==> src/rtl/seq_pkg.sv <==
package seq_pkg;
  localparam int OPC_W = 3;

  typedef enum logic [1:0] {
    SC_FETCH = 2'd0,
    SC_IND   = 2'd1,
    SC_EXEC  = 2'd2,
    SC_INTR  = 2'd3
  } subcyc_e;

  localparam logic [OPC_W-1:0] OP_LOAD  = 3'd0;
  localparam logic [OPC_W-1:0] OP_STORE = 3'd1;
  localparam logic [OPC_W-1:0] OP_ADD   = 3'd2;
  localparam logic [OPC_W-1:0] OP_JUMP  = 3'd3;
  localparam logic [OPC_W-1:0] OP_SETIE = 3'd4;
  localparam logic [OPC_W-1:0] OP_CLRIE = 3'd5;
endpackage

==> src/rtl/seq_ctrl.sv <==
module seq_ctrl
  import seq_pkg::*;
(
  input  logic             clk,
  input  logic             rst_n,
  input  logic             mem_rdy,
  input  logic             irq,
  input  logic             ie,
  input  logic             ind_bit,
  input  logic [OPC_W-1:0] op,
  output subcyc_e          state,
  output logic             mem_rd,
  output logic             mem_wr,
  output logic             ev_fetch_done,
  output logic             ev_ind_done,
  output logic             ev_exec_done,
  output logic             ev_intr_enter,
  output logic             ev_save_done
);
  subcyc_e nxt;
  logic    op_reads, op_writes;

  assign op_reads  = (op == OP_LOAD) || (op == OP_ADD);
  assign op_writes = (op == OP_STORE);

  assign ev_fetch_done = (state == SC_FETCH) && mem_rdy;
  assign ev_ind_done   = (state == SC_IND) && mem_rdy;
  assign ev_exec_done  = (state == SC_EXEC) && (!(op_reads || op_writes) || mem_rdy);
  assign ev_intr_enter = ev_exec_done && irq && ie;
  assign ev_save_done  = (state == SC_INTR) && mem_rdy;

  assign mem_rd = (state == SC_FETCH) || (state == SC_IND) ||
                  ((state == SC_EXEC) && op_reads);
  assign mem_wr = (state == SC_INTR) || ((state == SC_EXEC) && op_writes);

  always_comb begin
    nxt = state;
    unique case (state)
      SC_FETCH: if (ev_fetch_done) nxt = ind_bit ? SC_IND : SC_EXEC;
      SC_IND:   if (ev_ind_done) nxt = SC_EXEC;
      SC_EXEC:  if (ev_exec_done) nxt = ev_intr_enter ? SC_INTR : SC_FETCH;
      SC_INTR:  if (ev_save_done) nxt = SC_FETCH;
      default:  nxt = SC_FETCH;
    endcase
  end

  always_ff @(posedge clk or negedge rst_n) begin
    if (!rst_n) state <= SC_FETCH;
    else        state <= nxt;
  end
endmodule

==> src/rtl/seq_regs.sv <==
module seq_regs
  import seq_pkg::*;
#(
  parameter int              WORD_W       = 16,
  parameter int              ADDR_W       = 12,
  parameter logic [ADDR_W-1:0] HANDLER_ADDR = 12'h200,
  parameter logic [ADDR_W-1:0] SP_INIT      = 12'hF00
) (
  input  logic              clk,
  input  logic              rst_n,
  input  subcyc_e           state,
  input  logic [WORD_W-1:0] mem_rdata,
  input  logic              ev_fetch_done,
  input  logic              ev_ind_done,
  input  logic              ev_exec_done,
  input  logic              ev_intr_enter,
  input  logic              ev_save_done,
  output logic [OPC_W-1:0]  op,
  output logic              ind_bit,
  output logic [ADDR_W-1:0] mar,
  output logic [WORD_W-1:0] wdata,
  output logic [ADDR_W-1:0] pc,
  output logic [WORD_W-1:0] acc,
  output logic              ie
);
  localparam int OPC_LSB = WORD_W - 1 - OPC_W;

  logic [WORD_W-1:0] ir, mbr;
  logic [ADDR_W-1:0] sp, pc_after;

  function automatic logic [ADDR_W-1:0] addr_field(input logic [WORD_W-1:0] w);
    return w[ADDR_W-1:0];
  endfunction

  function automatic logic [ADDR_W-1:0] pc_step(input logic [ADDR_W-1:0] p);
    return p + ADDR_W'(1);
  endfunction

  function automatic logic [WORD_W-1:0] acc_sum(input logic [WORD_W-1:0] a,
                                                input logic [WORD_W-1:0] b);
    return a + b;
  endfunction

  assign op       = ir[OPC_LSB +: OPC_W];
  assign ind_bit  = mem_rdata[WORD_W-1];
  assign wdata    = (state == SC_INTR) ? mbr : acc;
  assign pc_after = (op == OP_JUMP) ? mar : pc;

  always_ff @(posedge clk or negedge rst_n) begin
    if (!rst_n) begin
      pc  <= '0;
      mar <= '0;
      mbr <= '0;
      ir  <= '0;
      acc <= '0;
      sp  <= SP_INIT;
      ie  <= 1'b0;
    end else begin
      if (ev_fetch_done) begin
        ir  <= mem_rdata;
        mbr <= mem_rdata;
        mar <= addr_field(mem_rdata);
        pc  <= pc_step(pc);
      end
      if (ev_ind_done) begin
        mbr <= mem_rdata;
        mar <= addr_field(mem_rdata);
      end
      if (ev_exec_done) begin
        if (op == OP_LOAD) acc <= mem_rdata;
        if (op == OP_ADD)  acc <= acc_sum(acc, mem_rdata);
        if (op == OP_JUMP) pc  <= mar;
        if (op == OP_SETIE) ie <= 1'b1;
        if (op == OP_CLRIE) ie <= 1'b0;
        if (ev_intr_enter) begin
          ie  <= 1'b0;
          sp  <= sp - ADDR_W'(1);
          mar <= sp - ADDR_W'(1);
          mbr <= WORD_W'(pc_after);
        end else begin
          mar <= pc_after;
        end
      end
      if (ev_save_done) begin
        pc  <= HANDLER_ADDR;
        mar <= HANDLER_ADDR;
      end
    end
  end
endmodule

==> src/rtl/cycle_seq.sv <==
module cycle_seq
  import seq_pkg::*;
#(
  parameter int              WORD_W       = 16,
  parameter int              ADDR_W       = 12,
  parameter logic [ADDR_W-1:0] HANDLER_ADDR = 12'h200,
  parameter logic [ADDR_W-1:0] SP_INIT      = 12'hF00
) (
  input  logic              clk,
  input  logic              rst_n,
  output logic [ADDR_W-1:0] mem_addr,
  output logic [WORD_W-1:0] mem_wdata,
  input  logic [WORD_W-1:0] mem_rdata,
  output logic              mem_rd,
  output logic              mem_wr,
  input  logic              mem_rdy,
  input  logic              irq,
  output logic [ADDR_W-1:0] pc_o,
  output logic [WORD_W-1:0] acc_o,
  output logic              ie_o
);
  subcyc_e          state;
  logic [OPC_W-1:0] op;
  logic             ind_bit, ie;
  logic             ev_fetch_done, ev_ind_done, ev_exec_done;
  logic             ev_intr_enter, ev_save_done;

  seq_ctrl u_ctrl (
    .clk(clk), .rst_n(rst_n), .mem_rdy(mem_rdy), .irq(irq), .ie(ie),
    .ind_bit(ind_bit), .op(op), .state(state), .mem_rd(mem_rd), .mem_wr(mem_wr),
    .ev_fetch_done(ev_fetch_done), .ev_ind_done(ev_ind_done),
    .ev_exec_done(ev_exec_done), .ev_intr_enter(ev_intr_enter),
    .ev_save_done(ev_save_done)
  );

  seq_regs #(
    .WORD_W(WORD_W), .ADDR_W(ADDR_W),
    .HANDLER_ADDR(HANDLER_ADDR), .SP_INIT(SP_INIT)
  ) u_regs (
    .clk(clk), .rst_n(rst_n), .state(state), .mem_rdata(mem_rdata),
    .ev_fetch_done(ev_fetch_done), .ev_ind_done(ev_ind_done),
    .ev_exec_done(ev_exec_done), .ev_intr_enter(ev_intr_enter),
    .ev_save_done(ev_save_done), .op(op), .ind_bit(ind_bit),
    .mar(mem_addr), .wdata(mem_wdata), .pc(pc_o), .acc(acc_o), .ie(ie)
  );

  assign ie_o = ie;
endmodule

==> config.mk <==
export PLATFORM = sky130hd
export DESIGN_NAME = cycle_seq
export DESIGN_NICKNAME = d
export VERILOG_FILES = /design/src/rtl/seq_pkg.sv /design/src/rtl/seq_ctrl.sv /design/src/rtl/seq_regs.sv /design/src/rtl/cycle_seq.sv
export SDC_FILE = /design/constraint.sdc
export NUM_CORES = 1
export LEC_CHECK = 0
export BUFFER_PORTS_ARGS = -buffer_cell sky130_fd_sc_hd__buf_2
export CAP_MARGIN = 20
export CELL_PAD_IN_SITES_DETAIL_PLACEMENT = 0
export CELL_PAD_IN_SITES_GLOBAL_PLACEMENT = 2
export CORE_UTILIZATION = 38
export DETAILED_ROUTE_END_ITERATION = 12
export PLACE_DENSITY = 0.89
export SYNTH_ARGS = -nofsm -noshare
export SYNTH_HDL_FRONTEND = slang
export SYNTH_HIERARCHICAL = 1
export SYNTH_SLANG_ARGS = --single-unit
==> constraint.sdc <==
create_clock -name clk -period 8.2 [get_ports clk]
set_clock_uncertainty 0.2 [all_clocks]
set_input_delay 0.41 -clock clk [delete_from_list [all_inputs] [get_ports clk]]
set_output_delay 0.41 -clock clk [all_outputs]
set_load 0.02 [all_outputs]
# [After elaboration in Yosys (flattened, before gate mapping)]
# Index checks and enable logic that the tools add are counted.
[totals] register_bits=86 inputBits=20 out_inout_bits=59 wordCells=74
[op_classes] add_sub_neg=3 n_eq_ne=12 mux=27 n_reduce_logical=24
[op_table] operator="$mux 12" n=10
[op_table] operator="$mux 16" n=7
[op_table] operator="$add 16x16->16" n=1
[op_table] operator="$add 12x1->12 const B" n=1
[op_table] operator="$mux 2" n=6
[op_table] operator="$sub 12x1->12 const B" n=1
[op_table] operator="$logic_and 1x1->1" n=8
[op_table] operator="$pmux 2 s4" n=1
[op_table] operator="$eq 3x2->1 const B" n=2
[op_table] operator="$eq 3x3->1 const B" n=2
[op_table] operator="$logic_or 1x1->1" n=6
[op_table] operator="$ne 2x2->1 const B" n=3
[op_table] operator="$reduce_and 2->1" n=3
[op_table] operator="$eq 2x2->1 const B" n=2
[op_table] operator="$reduce_and 4->1" n=1
[op_table] operator="$reduce_bool 4->1" n=1
[op_table] operator="$eq 3x1->1 const B" n=1
[op_table] operator="$logic_not 3->1" n=1
[op_table] operator="$mux 1" n=3
[op_table] operator="$reduce_bool 3->1" n=1
[op_table] operator="$eq 2x1->1 const B" n=1
[op_table] operator="$logic_not 2->1" n=1
[op_table] operator="$ne 2x1->1 const B" n=1
[op_table] operator="$reduce_bool 2->1" n=1
[op_table] operator="$logic_not 1->1" n=1

# [Longest topological paths before layout]
[logic_depth] depth_word=11 ltp_mapped=9 ltp_nobuf=9

# [Modules after synthesis]
# Netlist, hierarchy kept.
[modules_own_cells] mod="seq_regs" n_inst=1 cells_per_inst=472 area_each_um2=4546.9 seq_area_each_um2=1806.7
[modules_own_cells] mod="seq_ctrl" n_inst=1 cells_per_inst=26 area_each_um2=232.7 seq_area_each_um2=50.0

# [Worst setup path after synthesis]
# No wires, ideal clock.
[synth_path] path_type="reg-to-reg" start="reg u_regs.acc[0]" end="reg u_regs.acc[14]" setup_ns=0.130 arrival_ns=2.407 t_required_ns=7.870 slack_ns=5.463 stages_incl_launch_ff=10 n_path_buf=0 period_less_slack_ns=2.737 path_cell_list="dfrtp_1 ha_1 fa_1 a211oi_1 o21bai_1 a221oi_1 o21ai_1 xor2_1 o22ai_1 o21ai_1"
[synth_between] elab_chain_cells=2
[synth_rtl] item="start: declaration" line_no="seq_regs.sv:23" rtl="output logic [WORD_W-1:0] acc,"
[synth_rtl] item="start signal: assignment" line_no="seq_regs.sv:70" rtl="if (op == OP_LOAD) acc <= mem_rdata;"
[synth_rtl] item="start signal: assignment" line_no="seq_regs.sv:71" rtl="if (op == OP_ADD) acc <= acc_sum(acc, mem_rdata);"
[synth_rtl] item="$add 16x16->16" line_no="seq_regs.sv:41" rtl="return a + b;"
[synth_rtl] item="$mux 16" line_no="seq_regs.sv:71"
# Every way passes these cells.
# A chain may end at the register's enable or synchronous reset.

# [Worst setup path after layout]
[layout_path] start="reg u_regs.ir[13]" end="reg u_regs.sp[9]"
[layout_between] elab_chain_cells=9 word_cells_on_any_way=11 classes_between="eq/ne (2); reduce/logical (9)"
[layout_rtl] item="start: declaration" line_no="seq_regs.sv:28" rtl="logic [WORD_W-1:0] ir, mbr;"
[layout_rtl] item="start signal: assignment" line_no="seq_regs.sv:60" rtl="ir <= mem_rdata;"
[layout_rtl] item="$eq 3x2->1 / $logic_not 3->1 (equally long branches)" line_no="seq_ctrl.sv:23" rtl="assign op_reads = (op == OP_LOAD) || (op == OP_ADD);"
[layout_rtl] item="$logic_or 1x1->1" line_no="seq_ctrl.sv:23"
[layout_rtl] item="$logic_or 1x1->1 (*)" line_no="seq_ctrl.sv:28" rtl="assign ev_exec_done = (state == SC_EXEC) && (!(op_reads || op_writes) || mem_rdy);"
[layout_rtl] item="$logic_not 1->1 (*)" line_no="seq_ctrl.sv:28"
[layout_rtl] item="$logic_or 1x1->1 (*)" line_no="seq_ctrl.sv:28"
[layout_rtl] item="$logic_and 1x1->1 (*)" line_no="seq_ctrl.sv:28"
[layout_rtl] item="net ev_exec_done" line_no="cycle_seq.sv:25" rtl="logic ev_fetch_done, ev_ind_done, ev_exec_done;"
[layout_rtl] item="$logic_and 1x1->1 (2 in a row)" line_no="seq_ctrl.sv:29" rtl="assign ev_intr_enter = ev_exec_done && irq && ie;"
[layout_rtl] item="$reduce_and 2->1 (no line) (*)"
[layout_rtl] item="end signal: assignment" line_no="seq_regs.sv:77" rtl="sp <= sp - ADDR_W'(1);"
[layout_rtl] item="end: declaration" line_no="seq_regs.sv:29" rtl="logic [ADDR_W-1:0] sp, pc_after;"
# Mark *: on every way through the listed nets, which the timed path passes. The rest lies on a longest branch.

==> flow_summary.json <==
{
  "run_status": "finished clean",
  "hold_violations": 0,
  "stdcell_count": 738,
  "clock_sinks": 74,
  "p_int_w": 0.001383,
  "grt_first_pass_wirelength_um": 20850,
  "grt_pass1_vias": 3997,
  "clk_path_buf_depth": 2,
  "syn_area_per_cell_sq_um": 9.598,
  "grt_max_degree": 75,
  "synth_cells": 498,
  "drt_wl_total_um": 12850,
  "synth_edf_count": 0,
  "coreArea_sq_um": 12110,
  "worst-path-max-fanout": 27,
  "rsz0062_at_grt": "false",
  "synthesis.nets": 536,
  "path_class": "reg -> reg",
  "slew_violations": 0,
  "track_usage_pct": 20.70,
  "cpMaxStageDelayCell": "and2_1",
  "tns_ps": 0,
  "synth_top_family_by_area": "compound AO/OA/AOI/OAI gates",
  "p_seq_share_pct": 30.2,
  "yosys-top-cells-area": "dfrtp_1 37%, mux2_2 6.8%, a211oi_1 6.4%",
  "switching_share_pct": 45.50,
  "crit_family": "simple AND/OR/NAND/NOR gates",
  "nNetsFinal": 603,
  "yosys.area.top_type": "dfrtp_1",
  "io_buffer_count": 78,
  "combPwrFrac_pct": 53.3,
  "startpoint_type": "flip-flop",
  "routedWlPerCell_um": 17.42,
  "muxShareOfSynthArea_pct": 9.241,
  "pwr-share-clk_pct": 16.5,
  "die_h_um": 114.2,
  "endpoint_kind": "flip-flop",
  "p_switching_w": 0.001155,
  "clk_pin_slew_ps": 60,
  "design_area_sq_um": 5620,
  "drive_gt1_share_pct": 27.37,
  "fmax_mhz": 285.0,
  "synth_xor_area_share_pct": 7.880,
  "yosys.area_share.simple_pct": 15.94,
  "seq_area_frac_synth_pct": 38.85,
  "peakVddDrop_mv": 0.2082,
  "critPathRequiredTime_ps": 8260,
  "start_util_pct": 39.46,
  "power_w": 0.002539,
  "dp.cells": 721,
  "drtPass1Iterations": 5,
  "ys.flop_type": "dfrtp_1",
  "cts_tree": "built",
  "finalSetupViolations": 0,
  "post-cts-setup-buffers": 0,
  "ys_ff_latch": 74,
  "synth_commonest_cells": "70 x dfrtp_1, 53 x nand2_1, 41 x a211oi_1, 32 x nor2_1",
  "drc_errors": 0,
  "syn_area_sq_um": 4780,
  "cts_buffers": 9,
  "clock_latency_ps": 330,
  "rows": 40,
  "grt_antenna_before_repair": 0,
  "io_pins": 79,
  "async_reset_ff_share_pct": 100.0,
  "drtIter0Drc": 201,
  "die_area_sq_um": 13030,
  "via_count": 4034,
  "drt.antenna.violating_nets": 0,
  "overflow": 0,
  "hold_path_class": "in -> async",
  "fin_crit_sh_pct": 42.79,
  "critPathMaxStageDelay_ps": 800,
  "htree_levels": 3,
  "dp_hpwl_um": 9327,
  "yosysMostFrequentCell": "dfrtp_1",
  "path_buf_inv": 1,
  "powerDensity_nw_per_um2": 451.7,
  "place.gp.congestion": 0.8111,
  "vias_per_cell": 5.466,
  "netlist.area_leader.share_pct": 36.65,
  "slew_headroom_pct": 36.29,
  "dpl-instance-area_sq_um": 5291,
  "crit_chain": "a21oi_2 > nor2b_4 > nor3b_2 > buf_4 > and2_1 > nand4_1 > nor3_1 > xor2_1",
  "cts_hold_buffers": 0,
  "tightest_slew_ps": 953.6,
  "area_growth_syn_to_layout_pct": 17.59,
  "cts_resized": 0,
  "synth_compound_area_share_pct": 19.97,
  "die_w_um": 114.2,
  "cap_viol_max_count": 0,
  "arrival_ps": 3570,
  "min_period_ps": 3509,
  "diodes": 0,
  "root_buffer": "clkbuf_16",
  "yosys_warnings": 6,
  "power.leakage_nw": 2.566,
  "yosysUniqueCellTypes": 59,
  "synth_fa_ha_area_share_pct": 4.869
}
state kept, by name, indices dropped and copies added, names as in the netlist:
signal and count:
u_regs/acc 16, u_regs/ir 3, u_regs/ie 1, u_ctrl/state 2
u_regs/mar 12, u_regs/pc 12, u_regs/sp 12, u_regs/mbr 16
power groups by stage:
stage / sequential, W / clock (W) / combinational [W]
CTS: 0.000770 / 0.000427 / 0.00135
detailed placement: 0.000775 / 0 / 0.00134
global placement: 0.000768 / 0 / 0.00132
finish: 0.000767 / 0.000419 / 0.00135
global route: 0.000798 / 0.000440 / 0.00148
floorplan: 0.000806 / 0 / 0.000921
through the flow:
step	utilization (%)	hold slack (ps)	worst slack, ps
floorplan	-	-85.59	5463
global placement	43.69	314.5	4887
detailed placement	43.69	315.2	4707
CTS	46.31	62.01	4697
global route	46.41	107.4	4385
finish	46.41	13.43	4691
cells in the final DEF (no fill, tap or decap), types with 3 or more instances in the layout:
master,synthesis,layout
inv_1,7,7
o21ai_1,4,4
o21ai_0,20,20
or3_1,4,4
nor2_1,32,31
nor3_1,4,4
o21bai_1,3,3
mux2i_1,10,10
nand2_1,53,53
buf_2,4,77
xor2_1,23,23
or2_2,4,4
clkbuf_16,0,9
and2_1,11,11
clkbuf_8,0,4
a31oi_1,4,4
o211ai_1,8,8
and3_1,3,3
dfrtp_1,70,70
a21o_1,12,12
a211oi_1,41,41
dfstp_2,4,4
o22ai_1,10,10
nor3b_1,4,3
mux2_2,29,29
nand4_1,6,6
buf_4,2,5
nand3_1,7,7
ha_1,17,17
a21oi_1,29,29
xnor2_1,20,20
nor3_2,3,3
worst paths after layout:
kind	from	endpoint	slack (ps)	cells after the start
worst min register to register	u_regs/sp[5]$_DFFE_PN0P_	u_regs/sp[5]$_DFFE_PN0P_	330	1
worst max-delay path	u_regs/ir[13]$_DFFE_PN0P_	u_regs/sp[9]$_DFFE_PN1P_	4690	8
worst max register to register	u_regs/ir[13]$_DFFE_PN0P_	u_regs/sp[9]$_DFFE_PN1P_	4690	8
max in group asynchronous	rst_n	u_regs/acc[13]$_DFFE_PN0P_	7150	1
min in group clk	mem_rdata[14]	u_regs/mbr[14]$_DFF_PN0_	170	3
worst min-delay path	rst_n	u_regs/pc[6]$_DFF_PN0_	10	1
metal layers:
| metal | part of all wire [%] | vias up | GRT usage, % |
|---|---|---|---|
| li1 | - | 1948 | - |
| met1 | 48 | 1980 | 27.98 |
| met2 | 47 | 91 | 33.09 |
| met3 | 3.8 | 15 | 3.970 |
| met4 | 1.8 | 0 | 7.359 |
| met5 | 0 | - | 0 |
kinds of logic (layout without fill, tap and decap cells):
family / Yosys count / in the layout
and+or+nand+nor: 146 / 146
adders and majority gates: 18 / 18
buffers and inverters: 34 / 106
DFF: 74 / 74
muxes: 40 / 40
AOI/OAI and AO/OA: 143 / 143
xor gates and xnor gates: 43 / 43
area by class of cell:
type	instances	area [sq um]
fill	1219	6491
sequential	74	1857
tap	168	210.2
multi-input combinational	390	2775
clock buffer	15	287.8
timing repair buffer	83	434.2
inverter	7	26.28
clock inverter	1	30.03
(Power assumes the default switching activity.)
